**src/rtl/clkmode_pkg.sv**
```systemverilog
package clkmode_pkg;

    typedef enum logic [1:0] {
        MODE_STOCK  = 2'b00,
        MODE_DBLCPU = 2'b01,
        MODE_DBLVID = 2'b10,
        MODE_FRAC   = 2'b11
    } mode_e;

endpackage

```
**src/rtl/clk_mode_sync.sv**
```systemverilog
module clk_mode_sync #(
    parameter int WIDTH  = 2,
    parameter int STAGES = 2
) (
    input  logic             clk,
    input  logic             rst,
    input  logic [WIDTH-1:0] async_in,
    output logic [WIDTH-1:0] sync_out
);

    logic [WIDTH-1:0] chain [STAGES];

    genvar g;
    generate
        for (g = 0; g < STAGES; g++) begin : g_stage
            if (g == 0) begin : g_first
                always_ff @(posedge clk) begin
                    if (rst) chain[g] <= '0;
                    else     chain[g] <= async_in;
                end
            end else begin : g_next
                always_ff @(posedge clk) begin
                    if (rst) chain[g] <= '0;
                    else     chain[g] <= chain[g-1];
                end
            end
        end
    endgenerate

    assign sync_out = chain[STAGES-1];

endmodule

```
**src/rtl/clk_mode_fsm.sv**
```systemverilog
module clk_mode_fsm
    import clkmode_pkg::*;
#(
    parameter int PHASE_W = 3,
    parameter int LG_W    = $clog2(PHASE_W + 1)
) (
    input  logic            clk,
    input  logic            rst,
    input  logic [1:0]      mode_req,
    input  logic            boundary,
    output mode_e           mode_q,
    output logic [LG_W-1:0] vid_lg,
    output logic [LG_W-1:0] mem_lg,
    output logic [LG_W-1:0] cpu_lg,
    output logic            frac_on
);

    localparam logic [LG_W-1:0] LG_SLOW_VID = LG_W'(PHASE_W - 2);
    localparam logic [LG_W-1:0] LG_SLOW_MEM = LG_W'(PHASE_W - 1);
    localparam logic [LG_W-1:0] LG_SLOW_CPU = LG_W'(PHASE_W);
    localparam logic [LG_W-1:0] LG_FAST_VID = LG_W'(PHASE_W - 3);
    localparam logic [LG_W-1:0] LG_FAST_MEM = LG_W'(PHASE_W - 2);
    localparam logic [LG_W-1:0] LG_FAST_CPU = LG_W'(PHASE_W - 1);

    mode_e state, state_nx;
    logic  do_switch;

    assign do_switch = boundary && (mode_req != state);

    // next-state decision: HOLD or SWITCH from every state
    always_comb begin
        state_nx = state;
        unique case (state)
            MODE_STOCK:  if (do_switch) state_nx = mode_e'(mode_req);
            MODE_DBLCPU: if (do_switch) state_nx = mode_e'(mode_req);
            MODE_DBLVID: if (do_switch) state_nx = mode_e'(mode_req);
            MODE_FRAC:   if (do_switch) state_nx = mode_e'(mode_req);
        endcase
    end

    // state register
    always_ff @(posedge clk) begin
        if (rst) state <= MODE_STOCK;
        else     state <= state_nx;
    end

    // outputs per state
    always_comb begin
        vid_lg  = LG_SLOW_VID;
        mem_lg  = LG_SLOW_MEM;
        cpu_lg  = LG_SLOW_CPU;
        frac_on = 1'b0;
        unique case (state)
            MODE_STOCK: begin
                vid_lg = LG_SLOW_VID;
                mem_lg = LG_SLOW_MEM;
                cpu_lg = LG_SLOW_CPU;
            end
            MODE_DBLCPU: begin
                vid_lg = LG_SLOW_VID;
                mem_lg = LG_FAST_MEM;
                cpu_lg = LG_FAST_CPU;
            end
            MODE_DBLVID: begin
                vid_lg = LG_FAST_VID;
                mem_lg = LG_FAST_MEM;
                cpu_lg = LG_FAST_CPU;
            end
            MODE_FRAC: begin
                vid_lg  = LG_FAST_VID;
                mem_lg  = LG_FAST_MEM;
                cpu_lg  = LG_FAST_CPU;
                frac_on = 1'b1;
            end
        endcase
    end

    assign mode_q = state;


    switch_on_boundary_chk: assert property (@(posedge clk) disable iff (rst)
        (state != $past(state)) |-> $past(boundary));


    reset_to_stock_chk: assert property (@(posedge clk) disable iff (rst)
        $past(rst) |-> (state == MODE_STOCK));

endmodule

```
**src/rtl/clk_phase_div.sv**
```systemverilog
module clk_phase_div #(
    parameter int PHASE_W = 3,
    parameter int LG_W    = $clog2(PHASE_W + 1)
) (
    input  logic            clk,
    input  logic            rst,
    input  logic [LG_W-1:0] vid_lg,
    input  logic [LG_W-1:0] mem_lg,
    input  logic [LG_W-1:0] cpu_lg,
    output logic            vid_tick,
    output logic            mem_tick,
    output logic            cpu_tick,
    output logic            base_sync_tick,
    output logic            wrap
);

    localparam logic [PHASE_W-1:0] PH_ONE  = PHASE_W'(1);
    localparam logic [PHASE_W-1:0] PH_LAST = '1;

    logic [PHASE_W-1:0] phase;
    logic [PHASE_W-1:0] vid_mask, mem_mask, cpu_mask;

    always_ff @(posedge clk) begin
        if (rst) phase <= '0;
        else     phase <= phase + PH_ONE;
    end

    always_comb begin
        for (int i = 0; i < PHASE_W; i++) begin
            vid_mask[i] = (i < int'(vid_lg));
            mem_mask[i] = (i < int'(mem_lg));
            cpu_mask[i] = (i < int'(cpu_lg));
        end
    end

    assign vid_tick       = ((phase & vid_mask) == '0);
    assign mem_tick       = ((phase & mem_mask) == '0);
    assign cpu_tick       = ((phase & cpu_mask) == '0);
    assign base_sync_tick = (phase == '0);
    assign wrap           = (phase == PH_LAST);


    mem_implies_vid_chk: assert property (@(posedge clk) disable iff (rst)
        mem_tick |-> vid_tick);


    cpu_implies_mem_chk: assert property (@(posedge clk) disable iff (rst)
        cpu_tick |-> mem_tick);

endmodule

```
**src/rtl/clk_frac_acc.sv**
```systemverilog
module clk_frac_acc #(
    parameter int ACC_W = 3,
    parameter int STEP  = 5
) (
    input  logic clk,
    input  logic rst,
    input  logic frac_on,
    input  logic cpu_tick,
    output logic carry,
    output logic idle
);

    localparam logic [ACC_W:0] STEP_V = (ACC_W + 1)'(STEP);

    logic [ACC_W-1:0] acc;
    logic [ACC_W:0]   sum;
    logic             adv;

    assign adv = frac_on && cpu_tick;
    assign sum = {1'b0, acc} + STEP_V;

    always_ff @(posedge clk) begin
        if (rst)      acc <= '0;
        else if (adv) acc <= sum[ACC_W-1:0];
    end

    assign carry = adv && sum[ACC_W];
    assign idle  = (acc == '0);


    acc_idle_chk: assert property (@(posedge clk) disable iff (rst)
        !frac_on |-> idle);

endmodule

```
**src/rtl/clkgen_mode_top.sv**
```systemverilog
module clkgen_mode_top
    import clkmode_pkg::*;
#(
    parameter int PHASE_W     = 3,
    parameter int SYNC_STAGES = 2,
    parameter int ACC_W       = 3,
    parameter int FRAC_STEP   = 5
) (
    input  logic       clk,
    input  logic       rst,
    input  logic [1:0] mode_sw,
    output logic       vid_en,
    output logic       mem_en,
    output logic       cpu_en,
    output logic       sync_en
);

    localparam int LG_W = $clog2(PHASE_W + 1);

    logic [1:0]      mode_req;
    mode_e           mode_q;
    logic [LG_W-1:0] vid_lg, mem_lg, cpu_lg;
    logic            frac_on;
    logic            vid_tick, mem_tick, cpu_tick, base_sync_tick, wrap;
    logic            carry, idle, boundary;

    clk_mode_sync #(.WIDTH(2), .STAGES(SYNC_STAGES)) u_sync (
        .clk      (clk),
        .rst      (rst),
        .async_in (mode_sw),
        .sync_out (mode_req)
    );

    clk_mode_fsm #(.PHASE_W(PHASE_W), .LG_W(LG_W)) u_fsm (
        .clk      (clk),
        .rst      (rst),
        .mode_req (mode_req),
        .boundary (boundary),
        .mode_q   (mode_q),
        .vid_lg   (vid_lg),
        .mem_lg   (mem_lg),
        .cpu_lg   (cpu_lg),
        .frac_on  (frac_on)
    );

    clk_phase_div #(.PHASE_W(PHASE_W), .LG_W(LG_W)) u_div (
        .clk            (clk),
        .rst            (rst),
        .vid_lg         (vid_lg),
        .mem_lg         (mem_lg),
        .cpu_lg         (cpu_lg),
        .vid_tick       (vid_tick),
        .mem_tick       (mem_tick),
        .cpu_tick       (cpu_tick),
        .base_sync_tick (base_sync_tick),
        .wrap           (wrap)
    );

    clk_frac_acc #(.ACC_W(ACC_W), .STEP(FRAC_STEP)) u_acc (
        .clk      (clk),
        .rst      (rst),
        .frac_on  (frac_on),
        .cpu_tick (cpu_tick),
        .carry    (carry),
        .idle     (idle)
    );

    assign boundary = wrap && idle;

    assign vid_en  = !rst && vid_tick;
    assign mem_en  = !rst && mem_tick;
    assign cpu_en  = !rst && cpu_tick;
    assign sync_en = !rst && (frac_on ? carry : base_sync_tick);


    sync_implies_cpu_chk: assert property (@(posedge clk) disable iff (rst)
        sync_en |-> cpu_en);


    fast_video_every_cycle_chk: assert property (@(posedge clk) disable iff (rst)
        (mode_q == MODE_DBLVID) |-> vid_en);


    stock_sync_with_cpu_chk: assert property (@(posedge clk) disable iff (rst)
        (mode_q == MODE_STOCK) |-> (cpu_en == sync_en));

endmodule

```
**config.mk**
```make
export PLATFORM = sky130hd
export DESIGN_NAME = clkgen_mode_top
export DESIGN_NICKNAME = d
export VERILOG_FILES = /design/src/rtl/clkmode_pkg.sv /design/src/rtl/clk_mode_sync.sv /design/src/rtl/clk_mode_fsm.sv /design/src/rtl/clk_phase_div.sv /design/src/rtl/clk_frac_acc.sv /design/src/rtl/clkgen_mode_top.sv
export SDC_FILE = /design/constraint.sdc
export NUM_CORES = 1
export LEC_CHECK = 0
export BUFFER_PORTS_ARGS = -buffer_cell sky130_fd_sc_hd__buf_2
export CORE_AREA = 2 2 40 42
export CTS_CLUSTER_DIAMETER = 30
export DETAILED_ROUTE_END_ITERATION = 16
export DIE_AREA = 0 0 42 44
export PLACE_DENSITY = 0.72
export REMOVE_ABC_BUFFERS = 1
export SLEW_MARGIN = 20
export SYNTH_ARGS = -nofsm -noshare
export SYNTH_HDL_FRONTEND = slang
export SYNTH_HIERARCHICAL = 1
export SYNTH_SLANG_ARGS = --single-unit
```
**constraint.sdc**
```tcl
create_clock -name clk -period 2.6 [get_ports clk]
set_input_delay 0.52 -clock clk [delete_from_list [all_inputs] [get_ports clk]]
set_output_delay 0.52 -clock clk [all_outputs]
set_load 0.02 [all_outputs]
```
==> results.json <==
{
  "status": "complete, no violations",
  "clock_skew_ns": 0.00452,
  "ff2ff_path_depth": 4,
  "rows": 14,
  "criticalPathCategory": "reg2out",
  "endpoint_kind": "output port",
  "dr.pass1.iters": 4,
  "cts_buffer_depth": 2,
  "crit_chain": "or2_4 > a22oi_2 > nand2_1 > nor2_1 > mux2i_1 > nor2_1 > buf_2",
  "cp_slowest_stage_delay_ns": 0.37,
  "die_w_um": 42,
  "start_util_pct": 45.8,
  "fmaxAchievable_ghz": 0.439,
  "grt_max_degree": 18,
  "core_sq_um": 1420,
  "wirelength_um": 946,
  "layout_commonest_cell": "dfxtp_1",
  "wl_per_cell_um": 10.2,
  "final_cell_mix": "dfxtp_1 (12), nor2b_1 (11), buf_2 (7)",
  "tritoncts": "built",
  "vdd_drop_max_uv": 321,
  "htree_levels": 1,
  "min_period_over_period_pct": 87.6,
  "avgSynthCellArea_sq_um": 9.41,
  "ys_seq_area_share_pct": 37.0,
  "synth_cells": 69,
  "ys_warn_count": 6,
  "power_density_nw_per_um2": 548,
  "cts.sinks": 12,
  "postCtsSetupBuffers": 0,
  "place_congestion": 0.714,
  "leakagePower_nw": 0.320,
  "via_per_inst": 4.74,
  "grt_pass1_vias": 429,
  "grt_pass1_wl_um": 1670,
  "grt.overflow.total": 0,
  "hpwl_um": 702,
  "critPathLaunchType": "flip-flop",
  "nets": 87,
  "syn-cell-area_sq_um": 649,
  "clkSlewWorstSetupHoldPaths_ns": 0.08,
  "diodes": 0,
  "num_vias": 441,
  "io_pins": 8,
  "cts_hold_buffers": 0,
  "grt_usage_pct": 12.2,
  "io_buffers": 7,
  "final-max-slew-violation-count": 0,
  "area_delta_synth_final_pct": 10.6,
  "final-hold-violation-count": 0,
  "fp.dieH_um": 44,
  "drtIter0Drc": 5,
  "placed_area_sq_um": 682,
  "holdCritPathClass": "reg2reg",
  "crit_top_cell": "nor2_1",
  "setup_tns_ns": 0,
  "yosysUniqueCellTypes": 22,
  "holdPathStages": 1,
  "clockRootBuffer": "clkbuf_4",
  "critical_path_buf_inv_count": 1,
  "postRouteAntennaNets": 0,
  "period_needed_ns": 2.28,
  "maxCapViolCount": 0,
  "fp.dieArea_sq_um": 1850,
  "drc": 0,
  "slowest_stage": "dfxtp_1",
  "drive_above_1_share_pct": 31.2,
  "stdcell_area_sq_um": 718,
  "cts_resized": 0,
  "crit_path_max_fanout": 7,
  "ys_ff_latch": 12,
  "setup_viol": 0,
  "arrival_ns": 1.76,
  "critPathTopFamily": "simple AND/OR/NAND/NOR gates",
  "worstSkewPairLatency_ns": 0.27,
  "cts-buffers-inserted": 3,
  "crit_cells": 7,
  "rsz0062_at_grt": "no",
  "critical_path_required_ns": 2.08,
  "antenna_found_initial": 0
}
## layer usage
| layer | vias to the layer above | routed length (um) | track usage [%] |
|---|---|---|---|
| met1 | 189 | 465 | 14.0 |
| met4 | 0 | 10 | 9.68 |
| met5 | - | 0 | 0 |
| met3 | 2 | 44 | 1.25 |
| li1 | 238 | - | - |
| met2 | 12 | 426 | 20.9 |
## final timing paths
| kind | from | end | slack [ns] |
|---|---|---|---|
| min reg2reg | u_sync/chain[0][0] | u_sync/chain[1][0] | 0.44 |
| max reg2reg | u_div/phase[0] | u_acc/acc[2] | 1.05 |
| min | u_sync/chain[0][0] | u_sync/chain[1][0] | 0.44 |
| max | u_div/phase[0] | sync_en | 0.32 |
## Yosys cell counts
cell / instances / area [sq um]
dfxtp_1: 12 / 240
nor2b_1: 11 / 68.8
nor2_1: 6 / 22.5
ha_1: 5 / 62.6
inv_1: 5 / 18.8
a21o_2: 3 / 26.3
a21oi_1: 3 / 15.0
buf_4: 3 / 22.5
mux2i_1: 3 / 30.0
a21bo_2: 2 / 20.0
a22oi_2: 2 / 25.0
conb_1: 2 / 7.51
nand3b_1: 2 / 15.0
or2_4: 2 / 17.5
a22oi_1: 1 / 7.51
and2_1: 1 / 6.26
and2_2: 1 / 7.51
and2b_2: 1 / 8.76
inv_2: 1 / 3.75
mux2_4: 1 / 15.0
nand2_1: 1 / 3.75
nand3_1: 1 / 5.00
## cells by family after synthesis
kind of cell / Yosys count / share of synthesized area [%]
AOI/OAI and AO/OA: 11 / 14.5
adders and majority gates: 5 / 9.63
buffers and inverters: 9 / 6.94
DFF: 12 / 37.0
muxes: 4 / 6.94
other: 2 / 1.16
and+or+nand+nor: 26 / 23.9
## worst reg2reg max path, cell delays in order, from the launching register on
cell	delay [ns]
dfxtp_1	0.37
or2_4	0.27
a22oi_2	0.34
nand3b_1	0.16
mux2_4	0.31
## flip-flops by register name, summed over array words and instances, names as in the netlist
register / flops
u_acc/acc: 3
u_div/phase: 3
u_fsm/mode_q: 2
u_sync/chain: 4
## power by group
part	internal, W	switching, W	total, W
Clock	0.0000850	0.0000590	0.000144
Combinational	0.0000262	0.0000279	0.0000540
Sequential	0.000190	0.00000518	0.000196
Total	0.000302	0.0000921	0.000394
## per-stage QoR
step	utilization [%]	power [W]	instances	hold WS (ns)	setup WS, ns
after global routing	50.6	0.000416	93	0.460	0.225
after CTS	50.6	0.000402	93	0.444	0.309
after detailed placement	48.1	0.000255	89	0.428	0.619
after floorplan	-	0.000238	66	0.414	0.689
after global placement	48.1	0.000253	89	0.418	0.651
final	50.6	0.000394	93	0.438	0.322
## final cells by class
type | count | area, sq um
clock buffers | 4 | 36.3
fillers | 142 | 701
inverters | 6 | 22.5
multi-input cells | 48 | 364
flip-flops and latches | 12 | 240
well taps | 16 | 20.0
repair buffers | 7 | 35.0
Power figures use the tool's default switching activity.
